File: src/rtl/pinMuxPkg.sv
package pinMuxPkg;
  localparam int NUM_FUNC  = 8;
  localparam int SEL_W     = $clog2(NUM_FUNC);
  localparam int CFG_W     = 16;
  localparam int REG_W     = 32;
  localparam int DRIVE_W   = 3;
  localparam int SYNC_STAGES = 2;

  // Bit positions inside the configuration register
  localparam int B_RISE   = 4;
  localparam int B_FALL   = 5;
  localparam int B_CLR    = 6;
  localparam int B_OVR_OEN = 7;
  localparam int B_OVR_DAT = 8;
  localparam int B_OVR_SEL = 9;
  localparam int B_DRV_LO = 10;
  localparam int B_PULL_DN = 13;
  localparam int B_PULL_UP = 14;
  localparam int B_PULL_FN = 15;

  localparam logic [CFG_W-1:0] WR_MASK = 16'hFFF7;

  typedef struct packed {
    logic [SEL_W-1:0]   funcSel;
    logic               riseEn;
    logic               fallEn;
    logic               edgeClr;
    logic               ovrOeN;
    logic               ovrData;
    logic               ovrSel;
    logic [DRIVE_W-1:0] drive;
    logic               pullDn;
    logic               pullUp;
    logic               pullFromFunc;
  } pinCtrlT;
endpackage

File: src/rtl/pinCfgCtrl.sv
module pinCfgCtrl
  import pinMuxPkg::*;
(
  input  logic             clk,
  input  logic             rstN,
  input  logic             wrEn,
  input  logic [REG_W-1:0] wrData,
  output logic [REG_W-1:0] rdData,
  output pinCtrlT          ctrl
);
  logic [CFG_W-1:0] cfgQ;

  always_ff @(posedge clk or negedge rstN) begin
    if (!rstN)     cfgQ <= '0;
    else if (wrEn) cfgQ <= wrData[CFG_W-1:0] & WR_MASK;
  end

  assign rdData = {{(REG_W-CFG_W){1'b0}}, cfgQ};

  always_comb begin
    ctrl.funcSel      = cfgQ[SEL_W-1:0];
    ctrl.riseEn       = cfgQ[B_RISE];
    ctrl.fallEn       = cfgQ[B_FALL];
    ctrl.edgeClr      = cfgQ[B_CLR];
    ctrl.ovrOeN       = cfgQ[B_OVR_OEN];
    ctrl.ovrData      = cfgQ[B_OVR_DAT];
    ctrl.ovrSel       = cfgQ[B_OVR_SEL];
    ctrl.drive        = cfgQ[B_DRV_LO +: DRIVE_W];
    ctrl.pullDn       = cfgQ[B_PULL_DN];
    ctrl.pullUp       = cfgQ[B_PULL_UP];
    ctrl.pullFromFunc = cfgQ[B_PULL_FN];
  end


  cfg_hold_chk: assert property (@(posedge clk) disable iff (!rstN)
    !wrEn |=> $stable(rdData));
endmodule

File: src/rtl/pinEdgeWake.sv
module pinEdgeWake
  import pinMuxPkg::*;
#(
  parameter int STAGES = SYNC_STAGES
)(
  input  logic clk,
  input  logic rstN,
  input  logic padIn,
  input  logic riseEn,
  input  logic fallEn,
  input  logic edgeClr,
  output logic wake
);
  localparam int CHAIN = STAGES + 1;
  logic [CHAIN-1:0] chainQ;
  logic newV, oldV, riseHit, fallHit;

  genvar g;
  generate
    for (g = 0; g < CHAIN; g++) begin : gStage
      if (g == 0) begin : gFirst
        always_ff @(posedge clk or negedge rstN)
          if (!rstN) chainQ[g] <= 1'b0;
          else       chainQ[g] <= padIn;
      end else begin : gNext
        always_ff @(posedge clk or negedge rstN)
          if (!rstN) chainQ[g] <= 1'b0;
          else       chainQ[g] <= chainQ[g-1];
      end
    end
  endgenerate

  assign newV    = chainQ[STAGES-1];
  assign oldV    = chainQ[STAGES];
  assign riseHit = riseEn & newV & ~oldV;
  assign fallHit = fallEn & ~newV & oldV;

  always_ff @(posedge clk or negedge rstN) begin
    if (!rstN)                    wake <= 1'b0;
    else if (edgeClr)             wake <= 1'b0;
    else if (riseHit || fallHit)  wake <= 1'b1;
  end


  clr_forces_low_chk: assert property (@(posedge clk) disable iff (!rstN)
    edgeClr |=> !wake);

  wake_sticky_chk: assert property (@(posedge clk) disable iff (!rstN)
    (wake && !edgeClr) |=> wake);

  wake_needs_enable_chk: assert property (@(posedge clk) disable iff (!rstN)
    $rose(wake) |-> $past(riseEn || fallEn));
endmodule

File: src/rtl/pinMuxPath.sv
module pinMuxPath
  import pinMuxPkg::*;
(
  input  pinCtrlT             ctrl,
  input  logic                sleepMode,
  input  logic [NUM_FUNC-1:0] periphOut,
  input  logic [NUM_FUNC-1:0] periphOe,
  input  logic [NUM_FUNC-1:0] periphPullUp,
  input  logic [NUM_FUNC-1:0] periphPullDn,
  output logic [NUM_FUNC-1:0] periphIn,
  input  logic                padIn,
  output logic                padOut,
  output logic                padOe,
  output logic                pullUpEn,
  output logic                pullDnEn,
  output logic [DRIVE_W-1:0]  driveCode
);
  logic useOvr;
  logic fnOut, fnOe, fnUp, fnDn;

  assign useOvr = sleepMode & ctrl.ovrSel;
  assign fnOut  = periphOut[ctrl.funcSel];
  assign fnOe   = periphOe[ctrl.funcSel];
  assign fnUp   = periphPullUp[ctrl.funcSel];
  assign fnDn   = periphPullDn[ctrl.funcSel];

  always_comb begin
    if (useOvr) begin
      padOut = ctrl.ovrData;
      padOe  = ~ctrl.ovrOeN;
    end else begin
      padOut = fnOut;
      padOe  = fnOe;
    end
    pullUpEn = ctrl.pullFromFunc ? fnUp : ctrl.pullUp;
    pullDnEn = ctrl.pullFromFunc ? fnDn : ctrl.pullDn;
  end

  genvar f;
  generate
    for (f = 0; f < NUM_FUNC; f++) begin : gRet
      assign periphIn[f] = (ctrl.funcSel == SEL_W'(f)) ? padIn : 1'b0;
    end
  endgenerate

  assign driveCode = ctrl.drive;
endmodule

File: src/rtl/pinMuxCell.sv
module pinMuxCell
  import pinMuxPkg::*;
(
  input  logic                clk,
  input  logic                rstN,
  input  logic                cfgWe,
  input  logic [REG_W-1:0]    cfgWdata,
  output logic [REG_W-1:0]    cfgRdata,
  input  logic                sleepMode,
  input  logic [NUM_FUNC-1:0] periphOut,
  input  logic [NUM_FUNC-1:0] periphOe,
  input  logic [NUM_FUNC-1:0] periphPullUp,
  input  logic [NUM_FUNC-1:0] periphPullDn,
  output logic [NUM_FUNC-1:0] periphIn,
  output logic                padOut,
  output logic                padOe,
  input  logic                padIn,
  output logic                pullUpEn,
  output logic                pullDnEn,
  output logic [DRIVE_W-1:0]  driveCode,
  output logic                wakeEvent
);
  pinCtrlT ctrl;

  pinCfgCtrl uCtrl (
    .clk(clk), .rstN(rstN), .wrEn(cfgWe), .wrData(cfgWdata),
    .rdData(cfgRdata), .ctrl(ctrl)
  );

  pinMuxPath uPath (
    .ctrl(ctrl), .sleepMode(sleepMode),
    .periphOut(periphOut), .periphOe(periphOe),
    .periphPullUp(periphPullUp), .periphPullDn(periphPullDn),
    .periphIn(periphIn), .padIn(padIn),
    .padOut(padOut), .padOe(padOe),
    .pullUpEn(pullUpEn), .pullDnEn(pullDnEn), .driveCode(driveCode)
  );

  pinEdgeWake #(.STAGES(SYNC_STAGES)) uEdge (
    .clk(clk), .rstN(rstN), .padIn(padIn),
    .riseEn(ctrl.riseEn), .fallEn(ctrl.fallEn), .edgeClr(ctrl.edgeClr),
    .wake(wakeEvent)
  );


  sleep_override_chk: assert property (@(posedge clk) disable iff (!rstN)
    (sleepMode && cfgRdata[B_OVR_SEL]) |->
      (padOut == cfgRdata[B_OVR_DAT] && padOe == !cfgRdata[B_OVR_OEN]));

  drive_export_chk: assert property (@(posedge clk) disable iff (!rstN)
    driveCode == cfgRdata[B_DRV_LO +: DRIVE_W]);

  reserved_zero_chk: assert property (@(posedge clk) disable iff (!rstN)
    cfgRdata[REG_W-1:CFG_W] == '0 && !cfgRdata[3]);
endmodule

File: config.mk
export PLATFORM = sky130hd
export DESIGN_NAME = pinMuxCell
export DESIGN_NICKNAME = d
export VERILOG_FILES = /design/src/rtl/pinMuxPkg.sv /design/src/rtl/pinCfgCtrl.sv /design/src/rtl/pinEdgeWake.sv /design/src/rtl/pinMuxPath.sv /design/src/rtl/pinMuxCell.sv
export SDC_FILE = /design/constraint.sdc
export NUM_CORES = 1
export LEC_CHECK = 0
export BUFFER_PORTS_ARGS = -buffer_cell sky130_fd_sc_hd__buf_2
export CAP_MARGIN = 20
export CORE_ASPECT_RATIO = 2
export CORE_MARGIN = 10
export CORE_UTILIZATION = 40
export CTS_BUF_LIST = sky130_fd_sc_hd__clkbuf_4 sky130_fd_sc_hd__clkbuf_8
export CTS_CLUSTER_SIZE = 14
export DETAILED_ROUTE_END_ITERATION = 12
export GPL_TIMING_DRIVEN = 0
export PLACE_DENSITY = 0.83
export SYNTH_ARGS = -nofsm -noshare
export SYNTH_HDL_FRONTEND = slang
export SYNTH_HIERARCHICAL = 1
export SYNTH_SLANG_ARGS = --single-unit
File: constraint.sdc
create_clock -name clk -period 2.5 [get_ports clk]
set_input_delay 0.75 -clock clk [delete_from_list [all_inputs] [get_ports clk]]
set_output_delay 0.75 -clock clk [all_outputs]
set_load 0.01 [all_outputs]
==> run summary <==
The flow ran to the end, and the final reports show no timing, DRC or antenna violations. Combinational logic burns 38.7% of the power. The largest area contributor in the synthesized netlist is sky130_fd_sc_hd__dfrtp_1.

Buffers placed on the I/O ports in this run total 81. The clock arrives with 0.000389 ns of skew. The clock-pin slew of the registers on the worst-case setup and hold paths came out at 0.06 ns. The post-detailed-routing wire length came out at 3.91 mm. The width of the die is 61.9 um.

The floorplan step defined a die boundary enclosing 0.00643 mm2. Of the total synthesized cell area, the portion taken by AND, OR, NAND and NOR gates is 7.83%. In the layout the commonest cells are sky130_fd_sc_hd__buf_2, sky130_fd_sc_hd__buf_4, sky130_fd_sc_hd__conb_1, sky130_fd_sc_hd__dfrtp_1, sky130_fd_sc_hd__mux2_4. The worst hold path begins at uEdge/chainQ[0]. The logs give 2 for the number of buffers on the longest clock path and 0.353 ns for the worst slack on hold paths. The number of endpoints failing setup at the final stage was 0.

In this run, the number of DRC markers left after iteration 0 of detailed routing was 15. The run gives 3.50 mm as the HPWL after detailed placement. The critical path goes through buf_2 > mux2_4 > o221ai_2 > o221ai_2 > a32o_1 > buf_2. Data arrives at the worst endpoint at 1.74 ns. The run gives 0 as the number of antenna cells inserted. Category of the worst setup path launch point: an input port. The global-route wire length before repair was 6.09 mm; the share of the clock period used by the worst path after layout was 99.4%. For this design, the slowest cell found on the critical path is sky130_fd_sc_hd__mux2_4. Overall global routing resource usage: 12.0%.

By area the synthesized netlist is led by sky130_fd_sc_hd__dfrtp_1, sky130_fd_sc_hd__buf_4, sky130_fd_sc_hd__mux2_4. After global routing the overflow that remains totals 0. The dominant combinational cell family by area after synthesis is multiplexers. The internal power of the cells was 678 uW. A synthesized cell averages 11.3 um2.

The Yosys step of the flow raised 6 warnings. In this run the register-to-register setup slack is 1.58 ns. The hold violation total from the final report is 0, and the die span in y is 104 um.

In the synthesized netlist, the number of instances is 125. The clock network fraction of total power was 22.8%; the CTS buffer count was 3. The tools report the number of antenna violations at the first check in global routing as 0.

In this run the count of I/O pins placed on the die edge is 117. Level count of the clock H-tree: 1. Clock sink count: 19. Synthesis instantiated 27 different standard cells from the library.

The first TritonRoute pass finished after 4 iterations. Hold repair after CTS inserted 0 buffers. Routability-driven placement finished with a final weighted congestion of 0.705. Counting instances, the worst hold path has a depth of 0. For this design the total switching power over the nets is 278 uW. Across the run, the number of max-cap violations was 0. Derived from the worst setup path, the maximum achievable clock frequency is 402 MHz.

The endpoint required time on the critical path was 1.75 ns; the clock latency reported for the late side of the worst-skew pair was 0.25 ns. The area share of the largest cell type after synthesis came out at 33.8%. The via count of the first global-routing pass is 1403, and the area growth from synthesis to layout is 42.5%.

Summing the areas of all xor and xnor instances in the mapped netlist gives 0% of the synthesized area. The worst setup path is captured at a primary output. In this run the critical register-to-register path is captured at uCtrl/cfgQ[1]. On the worst path, the slowest cell contributes a delay of 0.26 ns. The proportion of total power due to net switching is 29.1%. The maximum fanout along the worst path came out at 1. The fraction of layout instances using a drive strength above 1 works out to 71.5%. At the end of the flow, the number of nets in the layout was 298. The post-detailed-route count of antenna-violating nets came out at 0.

The initialized floorplan defines 30 standard-cell rows. In the routed layout, each cell is associated on average with a via count of 4.78. Setup repair after global routing could not meet its margin everywhere.

The critical path is of the input port to primary output type. Subtracting the final worst setup slack from the clock period gives 2.49 ns. The average wire per standard cell is 15.1 um, and the post-synthesis compound-gate area fraction is 9.70%. Total power for the finished layout comes to 956 uW. The share of synthesized cell area in full adder, half adder and majority cells is 0%. Measured in cells, the most critical reg-to-reg path has a length of 2. Dividing total power by cell area gives a power density of 477 mW/mm2. In this run the critical register-to-register path is launched from uCtrl/cfgQ[1]. The core region is 0.00338 mm2.

The register area share after synthesis came out at 33.8%. Across all layers, the routed design uses 1244 vias. The tools report the part of the total power dissipated in sequential elements as 38.5%. The root buffer cell is sky130_fd_sc_hd__clkbuf_8. The peak supply drop was 198 uV. Leaving out fill and tap cells, the most frequent cell in the layout is sky130_fd_sc_hd__buf_2. The worst hold path terminates at uEdge/newV.

The initial utilization of the core area, before any placement, comes to 41.6%. The flip-flop and latch count after synthesis was 19. Entering global routing, the biggest net connects 20 pins. Class of the tightest hold or removal check: register to register. The count of unresolved DRC violations after routing is 0, and the post-synthesis mux area share is 25.6%. TritonCTS built the clock tree. The final number of max-transition violations is 0. In this run the static leakage power is 1.11 nW. Summed instance area of the synthesized netlist: 0.00141 mm2.
[critical path, delay by kind of cell]
family,cells,cell delay [ns]
AOI/OAI and AO/OA,3,0.48
buffers and inverters,2,0.24
muxes,1,0.26
[flip-flops by register name, indices dropped and copies added (netlist names)]
name          count
uEdge/chainQ      1
uCtrl/cfgQ       15
uEdge/oldV        1
uEdge/newV        1
uEdge/wake        1
[kinds of logic (layout without fill, tap and decap cells)]
| family | count (synthesis) | count (layout) |
|---|---|---|
| flops | 19 | 19 |
| simple gates | 21 | 21 |
| other cells | 1 | 17 |
| mux | 29 | 29 |
| compound gates | 15 | 15 |
| buf+inv | 40 | 127 |
[Yosys cell counts]
cell type and instances:
sky130_fd_sc_hd__buf_4 35, sky130_fd_sc_hd__dfrtp_1 19, sky130_fd_sc_hd__mux2_2 12, sky130_fd_sc_hd__mux2_4 11, sky130_fd_sc_hd__nor2_1 9, sky130_fd_sc_hd__mux2i_1 6, sky130_fd_sc_hd__a211oi_1 3, sky130_fd_sc_hd__buf_6 3
sky130_fd_sc_hd__nand2_1 3, sky130_fd_sc_hd__nand2b_1 3, sky130_fd_sc_hd__o22ai_1 3, sky130_fd_sc_hd__nand3b_1 2, sky130_fd_sc_hd__o221ai_2 2, sky130_fd_sc_hd__a211oi_2 1, sky130_fd_sc_hd__a31oi_1 1, sky130_fd_sc_hd__a32o_1 1
sky130_fd_sc_hd__and2b_2 1, sky130_fd_sc_hd__and2b_4 1, sky130_fd_sc_hd__buf_12 1, sky130_fd_sc_hd__conb_1 1, sky130_fd_sc_hd__inv_1 1, sky130_fd_sc_hd__nand2_2 1, sky130_fd_sc_hd__o221a_2 1, sky130_fd_sc_hd__o221ai_1 1
sky130_fd_sc_hd__o31a_1 1, sky130_fd_sc_hd__o31ai_1 1, sky130_fd_sc_hd__or2_2 1
[area by class of cell]
| type | instances | area (um2) |
|---|---|---|
| Fill cell | 305 | 1370 |
| Multi-Input combinational cell | 82 | 697 |
| Sequential cell | 19 | 478 |
| Timing Repair Buffer | 83 | 420 |
| Buffer | 39 | 317 |
| Clock buffer | 4 | 48.8 |
| Tap cell | 32 | 40.0 |
| Inverter | 1 | 3.75 |
[per-layer routing]
| metal | vias up | share of wire [%] | global-route usage [%] |
|---|---|---|---|
| li1 | 591 | - | - |
| met1 | 577 | 32 | 11.2 |
| met2 | 71 | 53 | 21.2 |
| met3 | 5 | 14 | 5.75 |
| met4 | 0 | 1.2 | 4.18 |
| met5 | - | 0 | 0 |
[power groups by stage]
stage / registers, mW / logic [mW] / clock network [mW]
floorplan: 0.365 / 0.242 / 0
global placement: 0.372 / 0.354 / 0
detailed placement: 0.374 / 0.359 / 0
CTS: 0.368 / 0.368 / 0.228
global route: 0.373 / 0.404 / 0.247
finish: 0.368 / 0.370 / 0.218
[stage by stage]
stage	instances	util [%]	setup WS, ns	setup TNS [ns]	area, um2
2_1_floorplan	141	-	0.248	0	1470
3_3_place_gp	254	56.6	0.00317	0	1910
3_5_place_dp	254	56.6	0.00981	0	1910
4_1_cts	259	58.7	0.00226	0	1980
5_1_grt	260	59.3	-0.0795	-0.226	2000
6_report	260	59.3	0.0139	0	2000
[repair_timing]
action                     in CTS  in global routing
gates resized for setup         4                  4
setup buffers                   1                  1
setup endpoints to repair       4                  4
[worst max-delay path by stage]
| stage | from | end | slack [ns] | depth (start not counted) |
|---|---|---|---|---|
| CTS | uCtrl/cfgQ[1] | padOut | 0.002 | 6 |
| global placement | periphOut[4] | padOut | 0.003 | 6 |
| detailed placement | periphOut[4] | padOut | 0.01 | 6 |
| global route | uCtrl/cfgQ[1] | pullDnEn | -0.08 | 6 |
| floorplan | periphOut[4] | padOut | 0.25 | 4 |
| finish | periphOut[4] | padOut | 0.01 | 6 |
Power figures use the tool's default switching activity.
